**src/rtl/fec_pkg.sv**
```systemverilog
package fec_pkg;
  localparam int BYTE_W = 8;

  typedef enum logic {
    ST_FILL  = 1'b0,
    ST_DRAIN = 1'b1
  } fec_state_e;
endpackage

```
**src/rtl/fec_rst_sync.sv**
```systemverilog
module fec_rst_sync (
  input  logic clk,
  input  logic rst_n,
  output logic rst_s_n
);
  logic [1:0] sync_q;

  always_ff @(posedge clk or negedge rst_n) begin
    if (!rst_n) sync_q <= 2'b00;
    else        sync_q <= {sync_q[0], 1'b1};
  end

  assign rst_s_n = sync_q[1];
endmodule

```
**src/rtl/fec_conv_byte.sv**
```systemverilog
// One byte of the convolutional code, unrolled over its bits, LSB first.
module fec_conv_byte #(
  parameter int          SR_LEN = 7,
  parameter logic [SR_LEN-1:0] TAPS = 7'b1100101,
  parameter int          BYTE_W = 8
) (
  input  logic [SR_LEN-1:0] sr_cur,
  input  logic [BYTE_W-1:0] din,
  output logic [SR_LEN-1:0] sr_nxt,
  output logic [BYTE_W-1:0] par
);
  always_comb begin
    logic [SR_LEN-1:0] sr;
    sr  = sr_cur;
    par = '0;
    for (int j = 0; j < BYTE_W; j++) begin
      sr     = {sr[SR_LEN-2:0], din[j]};
      par[j] = ^(sr & TAPS);
    end
    sr_nxt = sr;
  end
endmodule

```
**src/rtl/fec_ilv_map.sv**
```systemverilog
// Column-wrapping interleaver as pure wiring: output position t reads code bit s.
module fec_ilv_map #(
  parameter int TOT_BITS = 112,
  parameter int STRIDE   = 16
) (
  input  logic [TOT_BITS-1:0] code_bits,
  output logic [TOT_BITS-1:0] ilv_bits
);
  localparam int ROWS = TOT_BITS / STRIDE;

  for (genvar t = 0; t < TOT_BITS; t++) begin : g_pos
    localparam int ROW = t / STRIDE;
    localparam int COL = t % STRIDE;
    assign ilv_bits[t] = code_bits[COL*ROWS + ROW];
  end
endmodule

```
**src/rtl/fec_conv_ilv.sv**
```systemverilog
module fec_conv_ilv
  import fec_pkg::*;
#(
  parameter int          BLK_BYTES = 7,
  parameter int          STRIDE    = 16,
  parameter int          SR_LEN    = 7,
  parameter logic [SR_LEN-1:0] TAPS = 7'b1100101
) (
  input  logic              clk,
  input  logic              rst_n,
  input  logic              in_valid,
  output logic              in_ready,
  input  logic [BYTE_W-1:0] in_data,
  output logic              out_valid,
  input  logic              out_ready,
  output logic [BYTE_W-1:0] out_data,
  output logic              out_last
);
  localparam int OUT_BYTES = 2 * BLK_BYTES;
  localparam int TOT_BITS  = OUT_BYTES * BYTE_W;
  localparam int CNT_W     = $clog2(OUT_BYTES);

  logic rst_s_n;
  fec_rst_sync u_rst (.clk(clk), .rst_n(rst_n), .rst_s_n(rst_s_n));

  fec_state_e          st_q, st_d;
  logic [CNT_W-1:0]    cnt_q, cnt_d;
  logic [SR_LEN-1:0]   sr_q, sr_d, sr_nx;
  logic [TOT_BITS-1:0] raw_q, raw_d, ilv;
  logic [BYTE_W-1:0]   par, sel;
  logic                in_fire, out_fire, ctl_en;

  fec_conv_byte #(.SR_LEN(SR_LEN), .TAPS(TAPS), .BYTE_W(BYTE_W)) u_conv (
    .sr_cur(sr_q), .din(in_data), .sr_nxt(sr_nx), .par(par)
  );

  fec_ilv_map #(.TOT_BITS(TOT_BITS), .STRIDE(STRIDE)) u_map (
    .code_bits(raw_q), .ilv_bits(ilv)
  );

  assign in_ready  = (st_q == ST_FILL);
  assign out_valid = (st_q == ST_DRAIN);
  assign in_fire   = in_ready && in_valid;
  assign out_fire  = out_valid && out_ready;
  assign ctl_en    = in_fire || out_fire;

  // next-state
  always_comb begin
    st_d  = st_q;
    cnt_d = cnt_q;
    sr_d  = sr_q;
    raw_d = raw_q;
    if (in_fire) begin
      sr_d = sr_nx;
      for (int b = 0; b < BLK_BYTES; b++) begin
        if (cnt_q == CNT_W'(b)) begin
          raw_d[b*BYTE_W +: BYTE_W]               = in_data;
          raw_d[(b+BLK_BYTES)*BYTE_W +: BYTE_W]   = par;
        end
      end
      if (cnt_q == CNT_W'(BLK_BYTES-1)) begin
        st_d  = ST_DRAIN;
        cnt_d = '0;
      end else begin
        cnt_d = cnt_q + 1'b1;
      end
    end
    if (out_fire) begin
      if (cnt_q == CNT_W'(OUT_BYTES-1)) begin
        st_d  = ST_FILL;
        cnt_d = '0;
        sr_d  = '0;
      end else begin
        cnt_d = cnt_q + 1'b1;
      end
    end
  end

  // control registers
  always_ff @(posedge clk or negedge rst_s_n) begin
    if (!rst_s_n) begin
      st_q  <= ST_FILL;
      cnt_q <= '0;
      sr_q  <= '0;
    end else if (ctl_en) begin
      st_q  <= st_d;
      cnt_q <= cnt_d;
      sr_q  <= sr_d;
    end
  end

  // code bit buffer, datapath without reset
  always_ff @(posedge clk) begin
    if (in_fire) raw_q <= raw_d;
  end

  // output byte select, first buffered bit into the MSB
  always_comb begin
    logic [BYTE_W-1:0] grp;
    grp = '0;
    for (int o = 0; o < OUT_BYTES; o++) begin
      if (cnt_q == CNT_W'(o)) grp = ilv[o*BYTE_W +: BYTE_W];
    end
    for (int p = 0; p < BYTE_W; p++) sel[BYTE_W-1-p] = grp[p];
  end

  assign out_data = sel;
  assign out_last = out_valid && (cnt_q == CNT_W'(OUT_BYTES-1));

  // single buffering
  a_r2_single_buf: assert property (@(posedge clk) disable iff (!rst_s_n)
    !(in_ready && out_valid));

  // seventh accepted byte opens the drain
  a_r3_fill_done: assert property (@(posedge clk) disable iff (!rst_s_n)
    (in_fire && cnt_q == CNT_W'(BLK_BYTES-1)) |=> (out_valid && !in_ready));

  // input stays closed while bytes remain
  a_r3_stay_closed: assert property (@(posedge clk) disable iff (!rst_s_n)
    (out_valid && !(out_ready && out_last)) |=> !in_ready);

  // the last byte hands back to input
  a_r4_last_end: assert property (@(posedge clk) disable iff (!rst_s_n)
    (out_fire && out_last) |=> (in_ready && !out_valid));

  // last only with valid
  a_r4_last_valid: assert property (@(posedge clk) disable iff (!rst_s_n)
    out_last |-> out_valid);

  // hold under backpressure
  a_r5_hold: assert property (@(posedge clk) disable iff (!rst_s_n)
    (out_valid && !out_ready) |=> (out_valid && $stable(out_data) && $stable(out_last)));
endmodule

```
**config.mk**
```make
export PLATFORM = sky130hd
export DESIGN_NAME = fec_conv_ilv
export DESIGN_NICKNAME = d
export VERILOG_FILES = /design/src/rtl/fec_pkg.sv /design/src/rtl/fec_rst_sync.sv /design/src/rtl/fec_conv_byte.sv /design/src/rtl/fec_ilv_map.sv /design/src/rtl/fec_conv_ilv.sv
export SDC_FILE = /design/constraint.sdc
export NUM_CORES = 1
export LEC_CHECK = 0
export BUFFER_PORTS_ARGS = -buffer_cell sky130_fd_sc_hd__buf_4
export CELL_PAD_IN_SITES_DETAIL_PLACEMENT = 0
export CELL_PAD_IN_SITES_GLOBAL_PLACEMENT = 1
export CORE_ASPECT_RATIO = 1.75
export CORE_MARGIN = 4
export CORE_UTILIZATION = 53
export CTS_BUF_LIST = sky130_fd_sc_hd__clkbuf_8
export DETAILED_ROUTE_END_ITERATION = 6
export PLACE_DENSITY_LB_ADDON = 0.25
export SYNTH_ARGS = -nofsm -noshare
export SYNTH_HDL_FRONTEND = slang
export SYNTH_HIERARCHICAL = 1
export SYNTH_SLANG_ARGS = --single-unit
```
**constraint.sdc**
```tcl
create_clock -name clk -period 2.4 [get_ports clk]
set_input_delay 0.24 -clock clk [delete_from_list [all_inputs] [get_ports clk]]
set_output_delay 0.24 -clock clk [all_outputs]
set_load 0.05 [all_outputs]
```
## Yosys cells after proc, flatten, opt, wreduce, memory -nomap -nowiden

Index checks and enable logic that the tools add are counted.

- $add $sub $neg: 1
- Equal/unequal tests: 13
- Mux-type cells: 25
- Bitwise operators: 1
- Reduce and logical (&&, ||, !) cells: 22

Operators by type and width:

| cell | number |
|---|---|
| 8-bit 2-to-1 mux | 14 |
| 7-bit XOR reduction | 8 |
| 4-bit equality test, second input constant | 6 |
| 7-bit 2-to-1 mux | 3 |
| 4-bit by 3-bit equality test with 1-bit output, second input constant | 4 |
| 4-bit 2-to-1 mux | 4 |
| 2-bit AND reduction | 8 |
| 4-bit by 2-bit equality test with 1-bit output, second input constant | 2 |
| 4-bit by 1-bit adder with 4-bit output, second input constant | 1 |
| 4-bit by 1-bit equality test with 1-bit output, second input constant | 1 |
| 4-bit zero test | 1 |
| 1-bit 2-to-1 mux | 4 |
| 1-bit logical AND | 3 |
| 2-bit nonzero test | 1 |
| 1-bit logical OR | 1 |
| 1-bit inverter | 1 |

- Bits in registers: 126
- Input bits: 12
- Word-level logic and storage cells: 73

## Longest topological paths before layout

- Depth after elaboration: 15
- Mapped depth: 8
- Gate-level depth less buffers: 5

## Hierarchy

The synthesis kept the hierarchy.

By module, submodules not included:

| module | instances | cells each | area an instance (um2) |
|---|---|---|---|
| fec_conv_ilv | 1 | 344 | 5092.4 |
| fec_ilv_map | 1 | 112 | 840.8 |
| fec_conv_byte | 1 | 31 | 262.8 |
| fec_rst_sync | 1 | 3 | 53.8 |

## Worst setup path before layout

No wires, ideal clock.

- Path type: register -> output
- From: reg cnt_q[3]
- To: out out_data[2]
- Arrival time: 2.829 ns
- Setup slack: -0.669 ns
- Cell stages (with the launch flop): 4
- Path buffers: 1
- Cells stage by stage: dfrtp_1 > clkbuf_1 > clkinv_1 > o311ai_0

- Word-level cells in the longest chain between the ends: 15
- Elaborated cells on any way between the ends: 28
- Classes of those cells: 13 x eq/ne; 14 x mux; 1 x reduce/logical

Ends and longest elaborated chain:

| what | line | RTL |
|---|---|---|
| from (decl) | fec_conv_ilv.sv:27 | `logic [CNT_W-1:0] cnt_q, cnt_d;` |
| from (signal assigned) | fec_conv_ilv.sv:87 | `cnt_q <= cnt_d;` |
| 4-bit zero test | fec_conv_ilv.sv:102 | `if (cnt_q == CNT_W'(o)) grp = ilv[o*BYTE_W +: BYTE_W];` |
| 8-bit 2-to-1 mux (13 in a row) | fec_conv_ilv.sv:102 |  |
| 8-bit 2-to-1 mux (*) | fec_conv_ilv.sv:102 |  |
| to (decl) | fec_conv_ilv.sv:16 | `output logic [BYTE_W-1:0] out_data,` |

Every way passes the cells marked *; elsewhere a longest branch is shown, timed or not.

## Worst setup path in the final report

- From: reg cnt_q[2]
- To: out out_data[1]

Same word-level chain as after synthesis.

==> results.toml <==
[routing]
wl_per_cell_um = 25.8
top_layer = "met4"
drt-total-wl_um = 15200
met2_length_um = 8250
drt_first_pass_iters = 5
via_count = 3580
drcViolationCount = 0
routed_via_density = 6.06
detail-route-antenna-nets = 0
drtIter0Drc = 359
wl_met1_um = 5400
dr_wl_met3_um = 803

[floorplanning]
ioPinCount = 23
rows = 52
core_um2 = 11500
die_height_um = 151
die-area_um2 = 13600
die_w_um = 89.8
initial_core_util_pct = 53.9

[timing]
setup_ws_ps = -177
period_needed_ps = 2580
slew_headroom_pct = 47.5
max_freq_ghz = 0.388
setup_violations = 8
final_max_slew_viol_count = 0
rsz0062_at_grt = "true"
hold_viol = 0
fin_skew_ps = 12.1
worstMarginPinSlew_ps = 782
whs_ps = 122
period_share_pct = 107

[grt]
grt_overflow = 0
grt_max_degree = 17
grt_pass1_vias = 3701
antenna_found_initial = 0
grt_first_pass_wirelength_um = 22700
grt_use_total_pct = 23.3

[yosys]
synthCells = 485
syn_avg_cell_area_um2 = 12.8
yosys_warnings = 6
syn_nets = 497
netlist_area_um2 = 6200

[placed_design]
numPortBuffers = 22
place_congestion = 0.955
place_inst = 545
hpwl_um = 10300

[clock_tree]
cts_buffers = 17
path_clk_slew_ps = 80
clockRootBuffer = "clkbuf_8"
cts_buffer_depth = 2
cts_tree = "yes"
htreeDepth = 4
clock_latency_ps = 430
clkSinkCount = 125

[power_and_ir_drop]
peakVddDrop_mv = 0.803
powerDensity_nw_per_um2 = 1480
leakagePower_nw = 2.35

[job]
max_cap_viol_count = 0

[layout]
final_nets = 455
final_common_cell = "edfxtp_1"
antenna_cells = 0
drive_above_1_share_pct = 29.8
n_fill_cell = 917
stdcell_count = 591
area_growth_pct = 6.03
final_cell_mix = "edfxtp_1, buf_4, nand2_1, a21oi_1, nor2_1"

[setup_path]
cp-end-kind = "output port"
crit_family = "simple AND/OR/NAND/NOR gates"
path_depth = 7
endpoint = "out_data[1]"
arrival_ps = 2340
crit_fanout = 6
r2r_cells = 5
start_kind = "flip-flop"
timing.rr.start = "cnt_q[0]"
timing.rr.end = "raw_q[82]"
crit_start = "cnt_q[2]"
cpMaxStageDelayCell = "dfrtp_2"
r2r_slack_ps = 530
crit_path_max_incr_delay_ps = 420
crit_buf_inv = 2
cp.required_ps = 2160
worstSetupPathType = "reg -> out"
path_cells = "clkbuf_2, nand2_1, or2_1, o21a_1, and3_1, a221o_1, buf_6"

[run_status]
status = "complete, but fails checks"
failed_checks = "setup timing"

[min_path]
min_path_type = "in -> async"
[worst reg2reg max path: stages, from the launching register on]
cell,delay (ps)
dfrtp_2,480
buf_4,240
clkinvlp_4,190
buf_4,200
nor3_2,160
buf_4,280
[power breakdown]
part	switching, mW	leakage, nW	internal [mW]
Combinational	2.78	0.966	1.84
Clock	0.848	0.219	1.13
Sequential	0.226	1.16	2.91
Total	3.85	2.35	5.88
[through the flow]
| step | utilization [%] | cell area, um2 | setup TNS, ps | total power, mW | setup slack, ps |
|---|---|---|---|---|---|
| global route | 57.1 | 6580 | -1570 | 10.1 | -227 |
| floorplan | - | 6210 | -159 | 5.79 | -79.6 |
| detailed placement | 51.0 | 5880 | 0 | 7.18 | 137 |
| finish | 57.1 | 6580 | -933 | 9.74 | -177 |
| global placement | 51.0 | 5880 | 0 | 7.19 | 98.0 |
| CTS | 56.7 | 6530 | -996 | 9.61 | -158 |
[layout make-up]
cell class,instances,area (um2),share of cell area [%]
inverters,6,26.3,0.399
multi-input cells,216,1550,23.5
clock buffers,17,234,3.56
flip-flops and latches,125,3690,56.1
clock inverters,15,200,3.04
repair buffers,76,703,10.7
well taps,135,169,2.57
repair inverters,1,5.00,0.0761
[flip-flops by register name, indices dropped and copies added, names as in the netlist]
register / cells
cnt_q: 4
sr_q: 6
out_valid: 1
u_rst/sync_q: 2
raw_q: 112
[worst min-delay path by stage]
stage	start	to	slack (ps)	cells after the start
2_1_floorplan	rst_n	u_rst/sync_q[0]	-60	0
5_1_grt	rst_n	u_rst/sync_q[0]	110	2
3_3_place_gp	rst_n	u_rst/sync_q[0]	20	1
3_5_place_dp	rst_n	u_rst/sync_q[1]	20	1
4_1_cts	rst_n	u_rst/sync_q[1]	100	2
6_report	rst_n	u_rst/sync_q[1]	120	2
[per-layer routing]
metal  up-vias  GRT usage (%)
met5         -              0
met4         0           14.4
met3        61           4.62
met2       160           42.6
met1      1787           24.7
li1       1572              -
[what timing repair did]
item | 4_1_cts | 5_1_grt
resized for setup | 23 | 8
hold buffers | 1 | 0
endpoints found under the hold margin | 2 | 0
pin swaps | 8 | 4
endpoints found under the setup margin | 9 | 8
setup buffers | 7 | 4
gates cloned | 3 | 0
No activity file was read; power rests on OpenSTA's default activity.
